===== src/rtl/sdr_pkg.sv =====
package sdr_pkg;
    typedef enum logic [1:0] {
        BUF_EMPTY = 2'd0,
        BUF_FULL  = 2'd1,
        BUF_HELD  = 2'd2
    } buf_state_e;
endpackage


===== src/rtl/sdr_shift_stage.sv =====
module sdr_shift_stage #(
    parameter int DATA_W = 8,
    localparam int CNT_W = $clog2(DATA_W)
) (
    input  logic              clk,
    input  logic              rst_n,
    input  logic              lsb_first,
    input  logic [CNT_W-1:0]  frame_len,
    input  logic              load,
    input  logic [DATA_W-1:0] load_data,
    input  logic              tick,
    input  logic              bit_in,
    input  logic              hold,
    output logic [DATA_W-1:0] sr_q,
    output logic [DATA_W-1:0] sr_shifted,
    output logic              frm_end,
    output logic              tx_bit
);
    logic [CNT_W-1:0] cnt_q;
    logic [CNT_W-1:0] last_idx;
    logic             adv;

    // a length code of 0 wraps to DATA_W-1, i.e. a full-width frame
    assign last_idx = frame_len - CNT_W'(1);
    assign adv      = tick && !hold && !load;
    assign frm_end  = adv && (cnt_q == last_idx);

    always_comb begin
        if (lsb_first) sr_shifted = {bit_in, sr_q[DATA_W-1:1]};
        else           sr_shifted = {sr_q[DATA_W-2:0], bit_in};
    end

    assign tx_bit = lsb_first ? sr_q[0] : sr_q[DATA_W-1];

    always_ff @(posedge clk or negedge rst_n) begin
        if (!rst_n) begin
            sr_q  <= '0;
            cnt_q <= '0;
        end else if (load) begin
            sr_q  <= load_data;
            cnt_q <= '0;
        end else if (adv) begin
            sr_q  <= sr_shifted;
            cnt_q <= frm_end ? '0 : cnt_q + CNT_W'(1);
        end
    end
endmodule


===== src/rtl/sdr_rx_buffer.sv =====
module sdr_rx_buffer
    import sdr_pkg::*;
#(
    parameter int DATA_W = 8
) (
    input  logic              clk,
    input  logic              rst_n,
    input  logic              rx_mode,
    input  logic              frm_end,
    input  logic              rd_ok,
    input  logic [DATA_W-1:0] new_frame,
    input  logic [DATA_W-1:0] held_frame,
    output logic [DATA_W-1:0] rbuf_q,
    output logic              full,
    output logic              held
);
    buf_state_e       state_q, state_d;
    logic             rx_end;
    logic             cap_new, cap_held;

    assign rx_end = frm_end && rx_mode;

    always_ff @(posedge clk or negedge rst_n) begin
        if (!rst_n) state_q <= BUF_EMPTY;
        else        state_q <= state_d;
    end

    always_comb begin
        state_d  = state_q;
        cap_new  = 1'b0;
        cap_held = 1'b0;
        unique case (state_q)
            BUF_EMPTY: begin
                if (rx_end) begin
                    state_d = BUF_FULL;
                    cap_new = 1'b1;
                end
            end
            BUF_FULL: begin
                if (rx_end && rd_ok) begin
                    cap_new = 1'b1;
                end else if (rx_end) begin
                    state_d = BUF_HELD;
                end else if (rd_ok) begin
                    state_d = BUF_EMPTY;
                end
            end
            BUF_HELD: begin
                if (rd_ok) begin
                    state_d  = BUF_FULL;
                    cap_held = 1'b1;
                end
            end
            default: state_d = BUF_EMPTY;
        endcase
    end

    always_ff @(posedge clk) begin
        if (cap_new)       rbuf_q <= new_frame;
        else if (cap_held) rbuf_q <= held_frame;
    end

    always_comb begin
        full = (state_q == BUF_FULL) || (state_q == BUF_HELD);
        held = (state_q == BUF_HELD);
    end
endmodule


===== src/rtl/sdr_dbuf.sv =====
module sdr_dbuf #(
    parameter int DATA_W = 8,
    localparam int CNT_W = $clog2(DATA_W)
) (
    input  logic              clk,
    input  logic              rst_n,
    input  logic              enable,
    input  logic              rx_mode,
    input  logic              lsb_first,
    input  logic [CNT_W-1:0]  frame_len,
    input  logic              cpu_wr,
    input  logic [DATA_W-1:0] cpu_wdata,
    input  logic              cpu_rd,
    output logic [DATA_W-1:0] cpu_rdata,
    input  logic              bit_tick,
    input  logic              bit_in,
    output logic              tx_bit,
    output logic              frame_done,
    output logic              buf_full,
    output logic              rx_held
);
    logic              wr_ok, rd_ok, frm_end;
    logic [DATA_W-1:0] sr_q, sr_shifted, rbuf_q;

    assign wr_ok = enable && cpu_wr && !rx_held;
    assign rd_ok = enable && cpu_rd;

    sdr_shift_stage #(.DATA_W(DATA_W)) u_shift (
        .clk        (clk),
        .rst_n      (rst_n),
        .lsb_first  (lsb_first),
        .frame_len  (frame_len),
        .load       (wr_ok),
        .load_data  (cpu_wdata),
        .tick       (bit_tick),
        .bit_in     (bit_in),
        .hold       (rx_held),
        .sr_q       (sr_q),
        .sr_shifted (sr_shifted),
        .frm_end    (frm_end),
        .tx_bit     (tx_bit)
    );

    sdr_rx_buffer #(.DATA_W(DATA_W)) u_rxbuf (
        .clk        (clk),
        .rst_n      (rst_n),
        .rx_mode    (rx_mode),
        .frm_end    (frm_end),
        .rd_ok      (rd_ok),
        .new_frame  (sr_shifted),
        .held_frame (sr_q),
        .rbuf_q     (rbuf_q),
        .full       (buf_full),
        .held       (rx_held)
    );

    always_ff @(posedge clk or negedge rst_n) begin
        if (!rst_n) frame_done <= 1'b0;
        else        frame_done <= frm_end;
    end

    assign cpu_rdata = enable ? rbuf_q : '0;
endmodule


===== config.mk =====
export PLATFORM = sky130hd
export DESIGN_NAME = sdr_dbuf
export DESIGN_NICKNAME = d
export VERILOG_FILES = /design/src/rtl/sdr_pkg.sv /design/src/rtl/sdr_shift_stage.sv /design/src/rtl/sdr_rx_buffer.sv /design/src/rtl/sdr_dbuf.sv
export SDC_FILE = /design/constraint.sdc
export NUM_CORES = 1
export LEC_CHECK = 0
export CAP_MARGIN = 20
export CELL_PAD_IN_SITES_DETAIL_PLACEMENT = 1
export CELL_PAD_IN_SITES_GLOBAL_PLACEMENT = 2
export CORE_MARGIN = 10
export CORE_UTILIZATION = 32
export DETAILED_ROUTE_END_ITERATION = 12
export PLACE_DENSITY_LB_ADDON = 0.15
export SYNTH_ARGS = -nofsm -noshare
export SYNTH_HDL_FRONTEND = slang
export SYNTH_SLANG_ARGS = --single-unit

===== constraint.sdc =====
create_clock -name clk -period 2.6 [get_ports clk]
set_clock_uncertainty 0.15 [all_clocks]
set_input_delay 0.39 -clock clk [delete_from_list [all_inputs] [get_ports clk]]
set_output_delay 0.39 -clock clk [all_outputs]
set_load 0.1 [all_outputs]

==> results.yml <==
sta:
  finalSetupViolations: 0
  final_hold_viol_count: 0
  period_minus_slack_ps: 2420
  rsz0062_at_grt: "false"
  worstMarginPinSlew_ps: 734
  whs_ps: 382
  max_freq_mhz: 414
  slew-limit-headroom_pct: 50.8
  min_period_over_period_pct: 93.0
  drv_slew: 0
final_layout:
  nNetsFinal: 191
  nFillCells: 455
  n_antenna_cell: 0
  post-route-util_pct: 46.2
  layout-drive-gt1-share_pct: 26.2
  area_growth_pct: 40.2
synth:
  netlist.area_leader.share_pct: 24.6
  muxShareOfSynthArea_pct: 19.8
  synth.area.top_cells: "dfrtp_1 25%, edfxtp_1 17%, mux2_2 7.1%"
  syn_inst: 126
  synth_seq_cells: 22
  synth_warnings: 0
  synth_edf_count: 8
  synth_top_family_by_area: "multiplexers"
  synth-adder-area-share_pct: 5.27
  yosysMostFrequentCell: "dfrtp_1"
  synth_area_sq_um: 1430
  synth_top_cell_by_area: "dfrtp_1"
  synth-async-reset-ratio_pct: 63.6
  synth_common_cells: "14 x dfrtp_1, 10 x and2_1, 10 x nor2_1"
  synth_compound_area_share_pct: 10.7
  yosysSeqAreaShare_pct: 41.4
  syn_nets: 152
  synthSimpleGateAreaFrac_pct: 17.7
  synth-xor-area-share_pct: 2.99
  synth_cell_type_count: 32
  ys.flop_type: "dfrtp_1"
  avgSynthCellArea_sq_um: 11.3
floorplanning:
  dieArea_sq_um: 7520
  rows: 24
  core_area_sq_um: 4320
  dieWidth_microns: 86.7
  start_util_pct: 33.0
  die_h_microns: 86.7
  ios: 32
grt:
  antenna_found_initial: 0
  grt_use_met1_pct: 12.7
  busiest_layer: "met2"
  use_met3_pct: 2.53
  grt_pass1_wl_microns: 6280
  grt.met2_usage_pct: 16.6
  grt_max_degree: 18
  grt-ovfl-total: 0
  first_global_vias: 1226
  grt.total_usage_pct: 10.1
routing:
  wl_microns: 3640
  drc: 0
  vias: 1088
  ant_nets: 0
  drtPass1Iterations: 4
  routed_via_density: 5.04
  detail_route.wl_per_cell_microns: 16.8
  initialDrtViolationCount: 41
clocking:
  ctsResizeCount: 0
  numClockSinks: 22
  clk_latency_ps: 260
  clk_path_buf_depth: 2
  hold_buffers: 0
  clk_pin_slew_ps: 80
  cts_buffers: 3
  cts_tree: "yes"
  root_buffer: "clkbuf_8"
  h-tree-depth: 1
place:
  hpwlAfterDp_microns: 2950
  gp_congestion: 0.809
  port_buffers: 31
worst_hold_path:
  hp-start: "u_shift.cnt_q[2]"
  holdPathStages: 1
  hold_class: "flip-flop to flip-flop"
  whs_endpoint: "u_shift.cnt_q[2]"
worst_setup_path:
  worst_setup_path_end_kind: "flip-flop"
  cp_max_fo: 3
  required_ps: 2650
  reg2reg_to: "u_rxbuf.state_q[0]"
  r2r-start: "u_rxbuf.state_q[0]"
  crit_path_start_kind: "primary input"
  worst-r2r-cell-count: 8
  crit_type: "primary input to flip-flop"
  r2r_slack_ps: 230
  cp.arrival_ps: 2470
power_and_ir_drop:
  p_leak_uw: 0.000828
  powerDensity_nw_per_um2: 1000
  ir_worst_vdd_v: 0.000512
flow_run:
  maxCapViolCount: 0
run_status:
  status: "finished clean"
-- cells by family (layout without fill, tap and decap cells) --
kind of cell | count (synthesis) | in the layout
AND/OR/NAND/NOR | 41 | 42
multiplexers | 26 | 26
adder cells (fa/ha/maj) | 6 | 6
flip-flops | 22 | 22
buffers and inverters | 8 | 45
XOR/XNOR | 3 | 3
AO/OA/AOI/OAI | 20 | 20
-- registers in the layout (all words and copies together) (netlist names) --
register,count
u_shift.sr_q,8
u_rxbuf.state_q,2
frame_done,1
u_shift.cnt_q,3
u_rxbuf.rbuf_q,8
-- placed cells by master, fill, tap and decap left out, drive strengths merged, types with 2 or more instances in the layout --
cell,synthesis,routed
ha,6,6
mux2,17,17
inv,4,4
nand4,2,2
clkdlybuf4s50,0,19
edfxtp,8,8
mux2i,9,9
nand3,5,5
buf,0,18
nand2,5,5
nand2b,2,2
and2,10,10
a21oi,10,10
dfrtp,14,14
nor2,11,12
xnor2,2,2
clkbuf,4,3
or3,2,2
a31oi,4,4
-- where the power goes --
group	internal, uW	total, uW	switching, uW
logic	423	1090	668
clock network	205	319	114
registers	487	594	107
-- per-layer routing --
metal,vias to the layer above,wire (microns)
met5,-,0
met4,0,22
met3,2,160
met2,18,1750
met1,534,1710
li1,534,-
-- worst max-delay path by stage --
stage | start | end | slack, ps | depth (start not counted)
2_1_floorplan | u_rxbuf.state_q[0] | u_rxbuf.rbuf_q[0] | 210 | 7
3_3_place_gp | frame_len[0] | u_rxbuf.rbuf_q[0] | -200 | 8
3_5_place_dp | frame_len[0] | u_rxbuf.rbuf_q[0] | -300 | 8
4_1_cts | frame_len[0] | u_rxbuf.rbuf_q[0] | 40 | 8
5_1_grt | frame_len[0] | u_rxbuf.state_q[0] | 80 | 9
6_report | frame_len[0] | u_rxbuf.state_q[0] | 180 | 9
-- repair_timing --
item	in CTS	in global routing
endpoints found under the hold margin	0	0
setup buffers	0	0
pin swaps	2	5
cloned	1	0
endpoints found under the setup margin	2	15
-- per-stage QoR --
stage                     instances  TNS, ps  total power (uW)  cell area, sq um  setup slack (ps)
after floorplan                 126        0              1380              1430               206
final                           216        0              2000              2000               183
after CTS                       216        0              2030              2000              37.8
after detailed placement        211    -4720              1690              1920              -295
after global routing            216        0              2140              2000              75.1
after global placement          211    -3260              1660              1920              -200
-- layout make-up --
cell class	count	area [sq um]	area share [%]
clock buffer	3	41.3	2.07
clock inverter	1	30.0	1.50
inverter	4	15.0	0.751
multi-input combinational	97	818	41.0
sequential	22	591	29.6
tap	52	65.1	3.26
timing repair buffer	37	438	21.9
-- worst max-delay path, stage by stage --
cell and delay (ps):
clkdlybuf4s50_1 480, inv_1 50, ha_1 200, xor3_2 260
nor3_4 240, nand3_4 150, buf_4 190, a2111oi_4 350
a211o_1 160
Note: power is estimated with default switching activity, not from simulation.
